$ cat src/rtl/vic_pkg.sv
package vic_pkg;
  localparam int unsigned BANK_W = 32;
  localparam int unsigned DATA_W = 32;
  // word groups, selected by addr[9:4]
  localparam int unsigned GRP_CTRL  = 0;
  localparam int unsigned GRP_PEND  = 1;
  localparam int unsigned GRP_FPEND = 2;
  localparam int unsigned GRP_SEL   = 3;
  localparam int unsigned GRP_EN    = 4;
  localparam int unsigned GRP_MASK  = 5;
  // control words, selected by addr[3:2]
  localparam int unsigned CW_VEC  = 0;
  localparam int unsigned CW_BASE = 1;
  localparam int unsigned CW_PROT = 2;
  localparam int unsigned CW_NMI  = 3;
endpackage

$ cat src/rtl/vic_regs.sv
module vic_regs
  import vic_pkg::*;
#(
  parameter int unsigned NUM_BANKS = 3,
  parameter int unsigned ADDR_W    = 10,
  localparam int unsigned NUM_SRC  = NUM_BANKS * BANK_W,
  localparam int unsigned GRP_W    = ADDR_W - 4
) (
  input  logic               clk_i,
  input  logic               rst_ni,
  input  logic [NUM_SRC-1:0] src_i,
  input  logic               wr_i,
  input  logic [GRP_W-1:0]   grp_i,
  input  logic [1:0]         widx_i,
  input  logic [DATA_W-1:0]  wdata_i,
  output logic [NUM_SRC-1:0] pend_o,
  output logic [NUM_SRC-1:0] fpend_o,
  output logic [NUM_SRC-1:0] sel_o,
  output logic [NUM_SRC-1:0] en_o,
  output logic [NUM_SRC-1:0] mask_o,
  output logic [DATA_W-1:0]  base_o,
  output logic [DATA_W-1:0]  prot_o,
  output logic [DATA_W-1:0]  nmi_o
);
  logic ctrl_wr;
  assign ctrl_wr = wr_i && (grp_i == GRP_W'(GRP_CTRL));

  always_ff @(posedge clk_i or negedge rst_ni) begin
    if (!rst_ni) pend_o <= '0;
    else         pend_o <= src_i;
  end

  always_ff @(posedge clk_i or negedge rst_ni) begin
    if (!rst_ni) begin
      base_o <= '0;
      prot_o <= '0;
      nmi_o  <= '0;
    end else if (ctrl_wr) begin
      case (widx_i)
        2'(CW_BASE): base_o <= {wdata_i[DATA_W-1:2], 2'b00};
        2'(CW_PROT): prot_o <= wdata_i;
        2'(CW_NMI):  nmi_o  <= wdata_i;
        default: ;
      endcase
    end
  end

  for (genvar b = 0; b < NUM_BANKS; b++) begin : g_bank
    logic hit;
    assign hit = wr_i && (widx_i == 2'(b));
    always_ff @(posedge clk_i or negedge rst_ni) begin
      if (!rst_ni) begin
        fpend_o[b*BANK_W +: BANK_W] <= '0;
        sel_o[b*BANK_W +: BANK_W]   <= '0;
        en_o[b*BANK_W +: BANK_W]    <= '0;
        mask_o[b*BANK_W +: BANK_W]  <= '0;
      end else if (hit) begin
        if (grp_i == GRP_W'(GRP_FPEND))
          fpend_o[b*BANK_W +: BANK_W] <= fpend_o[b*BANK_W +: BANK_W] & ~wdata_i;
        if (grp_i == GRP_W'(GRP_SEL))  sel_o[b*BANK_W +: BANK_W]  <= wdata_i;
        if (grp_i == GRP_W'(GRP_EN))   en_o[b*BANK_W +: BANK_W]   <= wdata_i;
        if (grp_i == GRP_W'(GRP_MASK)) mask_o[b*BANK_W +: BANK_W] <= wdata_i;
      end
    end
  end
endmodule

$ cat src/rtl/vic_prio.sv
module vic_prio
  import vic_pkg::*;
#(
  parameter int unsigned NUM_SRC = 96
) (
  input  logic [NUM_SRC-1:0] act_i,
  output logic [DATA_W-1:0]  vec_o
);
  // scan from the top so the lowest active index is written last
  always_comb begin
    vec_o = '0;
    for (int i = NUM_SRC - 1; i >= 0; i--) begin
      if (act_i[i]) vec_o = DATA_W'(i) << 2;
    end
  end
endmodule

$ cat src/rtl/vic_ctrl.sv
module vic_ctrl
  import vic_pkg::*;
#(
  parameter int unsigned NUM_BANKS = 3,
  parameter int unsigned ADDR_W    = 10,
  localparam int unsigned NUM_SRC  = NUM_BANKS * BANK_W,
  localparam int unsigned GRP_W    = ADDR_W - 4
) (
  input  logic               clk_i,
  input  logic               rst_ni,
  input  logic [NUM_SRC-1:0] src_i,
  input  logic               req_i,
  input  logic               we_i,
  input  logic [ADDR_W-1:0]  addr_i,
  input  logic [DATA_W-1:0]  wdata_i,
  output logic [DATA_W-1:0]  rdata_o,
  output logic               irq_o,
  output logic               fiq_o
);
  logic [NUM_SRC-1:0] pend, fpend, sel, en, mask, act;
  logic [DATA_W-1:0]  base, prot, nmi, vec, rd_mux;
  logic [GRP_W-1:0]   grp;
  logic [1:0]         widx;
  logic               aligned, bank_ok;

  assign grp     = addr_i[ADDR_W-1:4];
  assign widx    = addr_i[3:2];
  assign aligned = (addr_i[1:0] == 2'b00);
  assign bank_ok = (32'(widx) < NUM_BANKS);

  vic_regs #(.NUM_BANKS(NUM_BANKS), .ADDR_W(ADDR_W)) u_regs (
    .clk_i   (clk_i),
    .rst_ni  (rst_ni),
    .src_i   (src_i),
    .wr_i    (req_i && we_i && aligned),
    .grp_i   (grp),
    .widx_i  (widx),
    .wdata_i (wdata_i),
    .pend_o  (pend),
    .fpend_o (fpend),
    .sel_o   (sel),
    .en_o    (en),
    .mask_o  (mask),
    .base_o  (base),
    .prot_o  (prot),
    .nmi_o   (nmi)
  );

  assign act   = pend & ~mask;
  assign irq_o = |act;
  assign fiq_o = |(act & sel);

  vic_prio #(.NUM_SRC(NUM_SRC)) u_prio (
    .act_i (act),
    .vec_o (vec)
  );

  always_comb begin
    rd_mux = '0;
    if (aligned) begin
      if (grp == GRP_W'(GRP_CTRL)) begin
        case (widx)
          2'(CW_VEC):  rd_mux = vec;
          2'(CW_BASE): rd_mux = base;
          2'(CW_PROT): rd_mux = prot;
          default:     rd_mux = nmi;
        endcase
      end else if (bank_ok) begin
        case (grp)
          GRP_W'(GRP_PEND):  rd_mux = pend[32'(widx)*BANK_W +: BANK_W];
          GRP_W'(GRP_FPEND): rd_mux = fpend[32'(widx)*BANK_W +: BANK_W];
          GRP_W'(GRP_SEL):   rd_mux = sel[32'(widx)*BANK_W +: BANK_W];
          GRP_W'(GRP_EN):    rd_mux = en[32'(widx)*BANK_W +: BANK_W];
          GRP_W'(GRP_MASK):  rd_mux = mask[32'(widx)*BANK_W +: BANK_W];
          default:           rd_mux = '0;
        endcase
      end
    end
  end

  always_ff @(posedge clk_i or negedge rst_ni) begin
    if (!rst_ni)                rdata_o <= '0;
    else if (req_i && !we_i)    rdata_o <= rd_mux;
    else                        rdata_o <= '0;
  end
endmodule

$ cat config.mk
export PLATFORM = sky130hd
export DESIGN_NAME = vic_ctrl
export DESIGN_NICKNAME = d
export VERILOG_FILES = /design/src/rtl/vic_pkg.sv /design/src/rtl/vic_regs.sv /design/src/rtl/vic_prio.sv /design/src/rtl/vic_ctrl.sv
export SDC_FILE = /design/constraint.sdc
export NUM_CORES = 1
export LEC_CHECK = 0
export BUFFER_PORTS_ARGS = -buffer_cell sky130_fd_sc_hd__buf_2
export CAP_MARGIN = 40
export CORE_ASPECT_RATIO = 0.7
export CORE_MARGIN = 2
export CORE_UTILIZATION = 35
export CTS_CLUSTER_SIZE = 10
export DETAILED_ROUTE_END_ITERATION = 16
export PLACE_DENSITY = 0.6
export SLEW_MARGIN = 20
export SYNTH_ARGS = -nofsm -noshare
export SYNTH_HDL_FRONTEND = slang
export SYNTH_SLANG_ARGS = --single-unit
export TNS_END_PERCENT = 50
$ cat constraint.sdc
create_clock -name clk_i -period 4.9 [get_ports clk_i]
set_input_delay 0.98 -clock clk_i [delete_from_list [all_inputs] [get_ports clk_i]]
set_output_delay 0.98 -clock clk_i [all_outputs]
set_load 0.03 [all_outputs]
; Word-level counts from Yosys, hierarchy flattened
; Index checks and enable logic that the tools add are counted.
[totals]
reg_bits = 606
input_bits = 142
out_inout_bits = 34
elab_cells = 168
[classes]
order_cmp = 1
n_eq_ne = 8
shift = 5
muxes = 102
bitwise = 7
reduce_logical = 28
[ops]
columns = op, count
row1 = 9-bit 2-to-1 mux, 96
row2 = 96-bit by 8-bit variable part select with 32-bit output, 5
row3 = 96-bit bitwise AND, 2
row4 = 96-bit OR reduction, 2
row5 = 32-bit case mux with 5 select lines, 1
row6 = 32-bit 2-to-1 mux, 4
row7 = 32-bit bitwise AND, 3
row8 = 96-bit inverter, 1
row9 = 32-bit case mux with 3 select lines, 1
row10 = 32-bit inverter, 1
row11 = 2-bit AND reduction, 15
row12 = 6-bit by 2-bit == test with 1-bit output (second input constant), 2
row13 = 6-bit by 3-bit == test with 1-bit output (second input constant), 2
row14 = 1-bit logical AND, 7
row15 = 6-bit by 1-bit == test with 1-bit output (second input constant), 1
row16 = 6-bit logical NOT, 1
row17 = 2-bit == test (second input constant), 2
row18 = 2-bit logical NOT, 2
row19 = 2-bit by 1-bit == test with 1-bit output (second input constant), 1
row20 = 2-bit less-than comparator (second input constant), 1
row21 = 1-bit logical NOT, 1

; Depth between registers and ports, before layout
; Gate-level depths: netlist of the first run.
[logic_depth]
depth_word = 102
mapped_depth = 10
depth_no_buf = 7

; Cells and area by module
; Synthesis of the first run repeated with hierarchy kept, for this count alone.
[hier_totals]
hier_cells = 2344
hier_area_um2 = 28810.1
[by_module_without_submodules]
columns = module, instances, cells_each, area_per_inst_um2, seq_area_each_um2
row1 = vic_regs, 1, 1162, 19994.2, 14363.8
row2 = vic_ctrl, 1, 931, 7372.1, 800.8
row3 = vic_prio, 1, 251, 1443.9, 0.0

; Least setup slack after synthesis of the first run
; OpenSTA, ideal clock, no wires.
[synth_timing]
path_type = reg-to-output
startpoint = register u_regs.pend_o[82]
endpoint = output irq_o
arrival_ns = 2.120
required_time_ns = 3.920
slack_ns = 1.800
path_stages_with_launch = 7
path_buffers = 0
path_cell_list = dfrtp_1 > nor2b_1 > or4_1 > nor4_1 > nor3b_1 > nand2_1 > or3_1
[synth_between]
elab_chain_len = 2
[synth_lines]
columns = item, line_no
row1 = start: declaration, vic_regs.sv:16  ; output logic [NUM_SRC-1:0] pend_o,
row2 = start signal: assignment, vic_regs.sv:30  ; else pend_o <= src_i;
row3 = 96-bit bitwise AND, vic_ctrl.sv:49  ; assign act = pend & ~mask;
row4 = 96-bit OR reduction, vic_ctrl.sv:50  ; assign irq_o = |act;
row5 = end: declaration, vic_ctrl.sv:17  ; output logic irq_o,
; Every way passes these cells.

; Worst setup path in the final report of the first run
[layout_timing]
startpoint = register u_regs.pend_o[87]
endpoint = output irq_o
; Same word-level chain as after synthesis.

==> flow_metrics.tcl, run 1 <==
set metrics [dict create \
    ir_worst_vdd_v 0.000221 \
    grt_max_degree 117 \
    cts_hold_buf 0 \
    synth_top_family_by_area "multiplexers" \
    finalCritPeriodShare 0.932 \
    clockRootBuffer "clkbuf_16" \
    hp-class "input pin to asynchronous set/reset pin" \
    yosys-top-cells-area "dfrtp_1 (54%), mux2_2 (16%), mux2i_1 (4.4%)" \
    tightest_slew_ps 1000 \
    synth_area_sq_um 28100 \
    yosys.area.top_type "dfrtp_1" \
    finalPower_mw 10.8 \
    async_flop_share 1.00 \
    drive_above_1_share 0.319 \
    worst_ep_required_time_ps 3920 \
    yosys_warnings 0 \
    synthSimpleGateAreaFrac 0.0755 \
    clock_path_buffers 3 \
    crit_arrival_ps 3590 \
    avgRoutedWirePerCell_um 32.5 \
    ios 176 \
    worstSkewPairLatency_ps 650 \
    dp_hpwl_mm 79.6 \
    start_util 0.355 \
    grt_pass1_vias 21400 \
    ys_types 74 \
    worst_setup_path_start_kind "flip-flop" \
    max_cap_viol_count 0 \
    antenna_found_initial 9 \
    synthAdderAreaFrac 0 \
    postCtsSetupRepairBufs 0 \
    ys_ff_latch 606 \
    synthFlopType "dfrtp_1" \
    holdWs_ps 315 \
    setup_viol_count_final 0 \
    die_area_sq_um 82600 \
    maxSlewHeadroom 0.330 \
    clock_skew_ps 31.8 \
    seq_area_frac_synth 0.540 \
    path_clk_slew_ps 60 \
    cp-end-kind "output port" \
    grt_usage 0.277 \
    yosys.area_share.xor_xnor 0 \
    synth_edf_count 0 \
    fin_util 0.410 \
    nNetsFinal 2598 \
    vias 21500 \
    synth_compound_gate_area_share 0.148 \
    fmax_ghz 0.219 \
    synth_nets 2448 \
    critPathKind "flip-flop to output port" \
    synthMuxAreaShare 0.208 \
    die_w_um 343 \
    clkSinkCount 606 \
    cts_buffers 72 \
    finalSetupTns_ps 0 \
    via_per_inst 6.10 \
    io_buffers 175 \
    rsz0062_at_grt "no" \
    critical_path.max_fanout 5 \
    syn2layout_area_growth_pct 15.4 \
    drc_errors 0 \
    grt_pass1_wl_mm 162 \
    p_per_area_nw_per_um2 332 \
    p_leak_nw 15.0 \
    dr.pass1.iters 5 \
    htree_levels 3 \
    wl_mm 115 \
    report.final.hold_viol_count 0 \
    core.rowCount 86 \
    ant_nets 0 \
    status "finished clean" \
    synthCells 2306 \
    drv_slew 0 \
    tritoncts "yes" \
    ctsResizeCount 0 \
    grt-ovfl-total 0 \
    gp_congestion 1.01 \
    core_region_area_sq_um 79100 \
    dr.first_iter.drc_count 2487 \
    synth_top_area_frac 0.540 \
    synth_area_per_cell_sq_um 12.2 \
    die_h_um 241 \
    layout_min_cycle_time_ps 4570 \
]
==> synthesized netlist by cell type (5+ instances only) <==
cell         n
or4_1        5
nand3_1     17
and2_1       5
o221ai_1     8
mux2_2     391
o21ai_0     61
inv_1       17
or2b_2       5
mux4_2       7
a221oi_1    32
clkbuf_1   110
a211oi_1    44
o31ai_1      5
buf_1       23
a21o_1      20
nor3_1      19
o22ai_1     65
nand4_1     17
a22oi_1    110
o211ai_1     6
a22o_1       5
nand2b_1    38
and2b_2      5
o2111ai_1    6
mux2i_1    124
dfrtp_1    606
a21boi_0    99
nor4_1      21
a21oi_1     93
nor2_1      67
nor2b_1     83
o21a_1       5
nand2_1     65
buf_2       38
a31oi_1     10
==> flip-flops by register name, summed over array words and instances (netlist names) <==
register        count
u_regs.mask_o      96
u_regs.sel_o       96
u_regs.base_o      30
rdata_o            32
u_regs.prot_o      32
u_regs.pend_o      96
u_regs.fpend_o     96
u_regs.nmi_o       32
u_regs.en_o        96
==> metal layers <==
metal	global-route usage	wire (um)	up-vias
met4	0.0801	3140	6
met3	0.0963	12000	179
met1	0.404	52700	11500
li1	-	-	8842
met5	0	67	-
met2	0.382	46900	1046
==> worst paths after layout <==
kind / start / end / slack, ps / cells past startpoint
worst min-delay path: rst_ni / u_regs.prot_o[20] / 310 / 1
max in group asynchronous: rst_ni / u_regs.pend_o[31] / 3420 / 2
worst max-delay path: u_regs.pend_o[87] / irq_o / 330 / 8
worst min register to register: u_regs.en_o[3] / u_regs.en_o[3] / 490 / 1
worst max register to register: u_regs.pend_o[63] / rdata_o[5] / 1890 / 7
min in group clk_i: src_i[61] / u_regs.pend_o[61] / 440 / 1
==> through the flow <==
stage | cells | area, sq um | setup slack (ps)
final | 3527 | 32400 | 331
after global routing | 3526 | 32400 | 253
after CTS | 3524 | 32400 | 369
after detailed placement | 3436 | 30400 | 1060
after global placement | 3436 | 30400 | 1030
after floorplan | 2306 | 28100 | 1800
==> cells by family after synthesis <==
group,Yosys count
AO/OA/AOI/OAI,602
buffers and inverters,191
flip-flops,606
multiplexers,526
AND/OR/NAND/NOR,381
==> layout by cell type (no fill, tap or decap), drive strengths merged, types with 61 or more instances in the layout <==
master / instances
buf: 248
dfrtp: 606
nor2: 69
nor2b: 86
clkbuf: 78
nand2: 65
a21boi: 99
o21ai: 61
a22oi: 110
mux2i: 124
mux2: 395
o22ai: 65
a21oi: 93
==> final cells by class <==
| cell class | count | area [sq um] |
|---|---|---|
| Antenna cell | 1 | 2.50 |
| Clock buffer | 76 | 1820 |
| Clock inverter | 12 | 181 |
| Fill cell | 7474 | 46700 |
| Inverter | 17 | 63.8 |
| Multi-Input combinational cell | 1509 | 12200 |
| Sequential cell | 606 | 15200 |
| Tap cell | 1056 | 1320 |
| Timing Repair Buffer | 250 | 1640 |
==> report_power, final <==
| group | total, mW | internal [mW] | switching [mW] |
|---|---|---|---|
| combinational | 0.801 | 0.223 | 0.578 |
| clock | 4.84 | 2.70 | 2.13 |
| sequential | 5.14 | 5.08 | 0.0650 |
==> critical path, stage by stage, from the launching register on <==
cell	delay [ps]
dfrtp_1	380
nor2b_1	200
buf_4	180
or4_1	550
nor4_1	440
nor3b_1	510
nand2_1	90
or3_1	370
buf_2	200
(Power assumes the default switching activity.)
==> run 2, diff against run 1 <==
- CORE_UTILIZATION: 35 -> 40
- PLACE_DENSITY: 0.6 -> 0.65
==> flow_metrics.tcl, run 2 (synthesized netlist as in run 1, its figures left out) <==
set metrics [dict create \
    rsz0062_at_grt "no" \
    tightest_slew_ps 977 \
    cp-end-kind "output port" \
    dp_hpwl_mm 77.8 \
    worstSkewPairLatency_ps 640 \
    final_common_cell "dfrtp_1" \
    p_leak_nw 15.0 \
    grt_pass1_vias 21500 \
    htree_levels 3 \
    critPathLaunch "u_regs.pend_o[82]" \
    grt_usage 0.307 \
    report.final.hold_viol_count 0 \
    power_switching_mw 2.70 \
    drv_slew 0 \
    fin_area_sq_um 32400 \
    wl_mm 111 \
    p_int_mw 8.10 \
    reg2reg_from "u_regs.pend_o[78]" \
    layout_min_cycle_time_ps 4500 \
    crit_arrival_ps 3520 \
    max_cap_viol_count 0 \
    clockRootBuffer "clkbuf_16" \
    hp-class "input pin to asynchronous set/reset pin" \
    power_frac_comb 0.073 \
    clock_path_buffers 3 \
    die_area_sq_um 72400 \
    nNetsFinal 2610 \
    seq_power_share 0.476 \
    worst_ep_required_time_ps 3920 \
    sw_frac_of_total 0.250 \
    die_w_um 321 \
    antenna_found_initial 6 \
    finalPower_mw 10.8 \
    clock_skew_ps 38.1 \
    path_clk_slew_ps 60 \
    finalCritPeriodShare 0.919 \
    grt-ovfl-total 0 \
    cts_buffers 72 \
    core_region_area_sq_um 69600 \
    avgRoutedWirePerCell_um 32.7 \
    io_buffers 175 \
    grt_max_degree 183 \
    grt_pass1_wl_mm 159 \
    vias 22000 \
    critPathKind "flip-flop to output port" \
    dpl-instance-area_sq_um 30300 \
    gp_congestion 1.01 \
    ant_nets 0 \
    p_per_area_nw_per_um2 333 \
    clockPowerShare 0.451 \
    syn2layout_area_growth_pct 15.3 \
    ios 176 \
    critical_path.max_fanout 3 \
    core.rowCount 81 \
    dr.first_iter.drc_count 2582 \
    dr.pass1.iters 6 \
    tritoncts "yes" \
    status "finished clean" \
    via_per_inst 6.47 \
    ir_worst_vdd_v 0.000217 \
    fin_util 0.465 \
    most-common-layout-cells "dfrtp_1 (606), mux2_2 (391), buf_2 (171)" \
    clkSinkCount 606 \
    maxSlewHeadroom 0.349 \
    die_h_um 226 \
    start_util 0.403 \
    drc_errors 0 \
    finalSetupTns_ps 0 \
    cts_hold_buf 0 \
    fmax_ghz 0.222 \
    ctsResizeCount 0 \
    dp_cells 3302 \
    setup_viol_count_final 0 \
    worst_setup_path_start_kind "flip-flop" \
    final_cell_count_no_fill 3394 \
    drive_above_1_share 0.322 \
    postCtsSetupRepairBufs 0 \
]
-- run 2: cell types whose count changed in the layout (fill, tap and decap cells not counted), sizes merged --
cell           delta
clkdlybuf4s15     +2
clkinv            -1
inv               -1
bufinv            +2
buf              +10
clkbuf            -2
-- run 2: power by group through the flow --
stage / clock network, mW / logic [mW] / registers [mW]
final: 4.86 / 0.791 / 5.14
after global routing: 5.13 / 0.833 / 5.14
after CTS: 4.94 / 0.769 / 5.14
after detailed placement: 0 / 0.766 / 5.22
after global placement: 0 / 0.758 / 5.22
after floorplan: 0 / 0.337 / 5.19
-- run 2: path summary, 6_finish.rpt --
check,end,slack [ps],cells after the start
hold / removal,u_regs.fpend_o[18],180,1
min in group clk_i,u_regs.pend_o[25],450,1
hold reg to reg,u_regs.en_o[29],490,1
max in group asynchronous,u_regs.en_o[74],3420,3
setup / recovery,irq_o,400,7
setup reg to reg,rdata_o[6],1740,7
-- run 2: layer usage --
| metal | GRT usage | up-vias | part of all wire |
|---|---|---|---|
| met1 | 0.446 | 11600 | 0.43 |
| met4 | 0.0953 | 2 | 0.033 |
| li1 | - | 8874 | - |
| met5 | 0 | - | 0.00012 |
| met3 | 0.0899 | 205 | 0.12 |
| met2 | 0.439 | 1333 | 0.42 |
-- run 2: critical path: stages, from the launching register on --
cell and delay [ps]:
dfrtp_1 410, nor2b_1 160, or4_1 630, nor4_1 480, nor3b_1 520, nand2_1 120, or3_1 380, buf_2 200
-- run 2: cell type report --
type                       count  area, sq um
antenna                        1         2.50
tap                          913         1140
fill                        6265        37200
clock buffer                  74         1820
sequential                   606        15200
multi-input combinational   1509        12200
timing repair buffer         262         1770
inverter                      17         63.8
clock inverter                12          194
-- run 2: stage by stage --
stage               hold slack (ps)  setup WS (ps)
floorplan                       464           1800
global placement                473            936
detailed placement              482           1090
CTS                             148            401
global route                    164            332
finish                          175            396
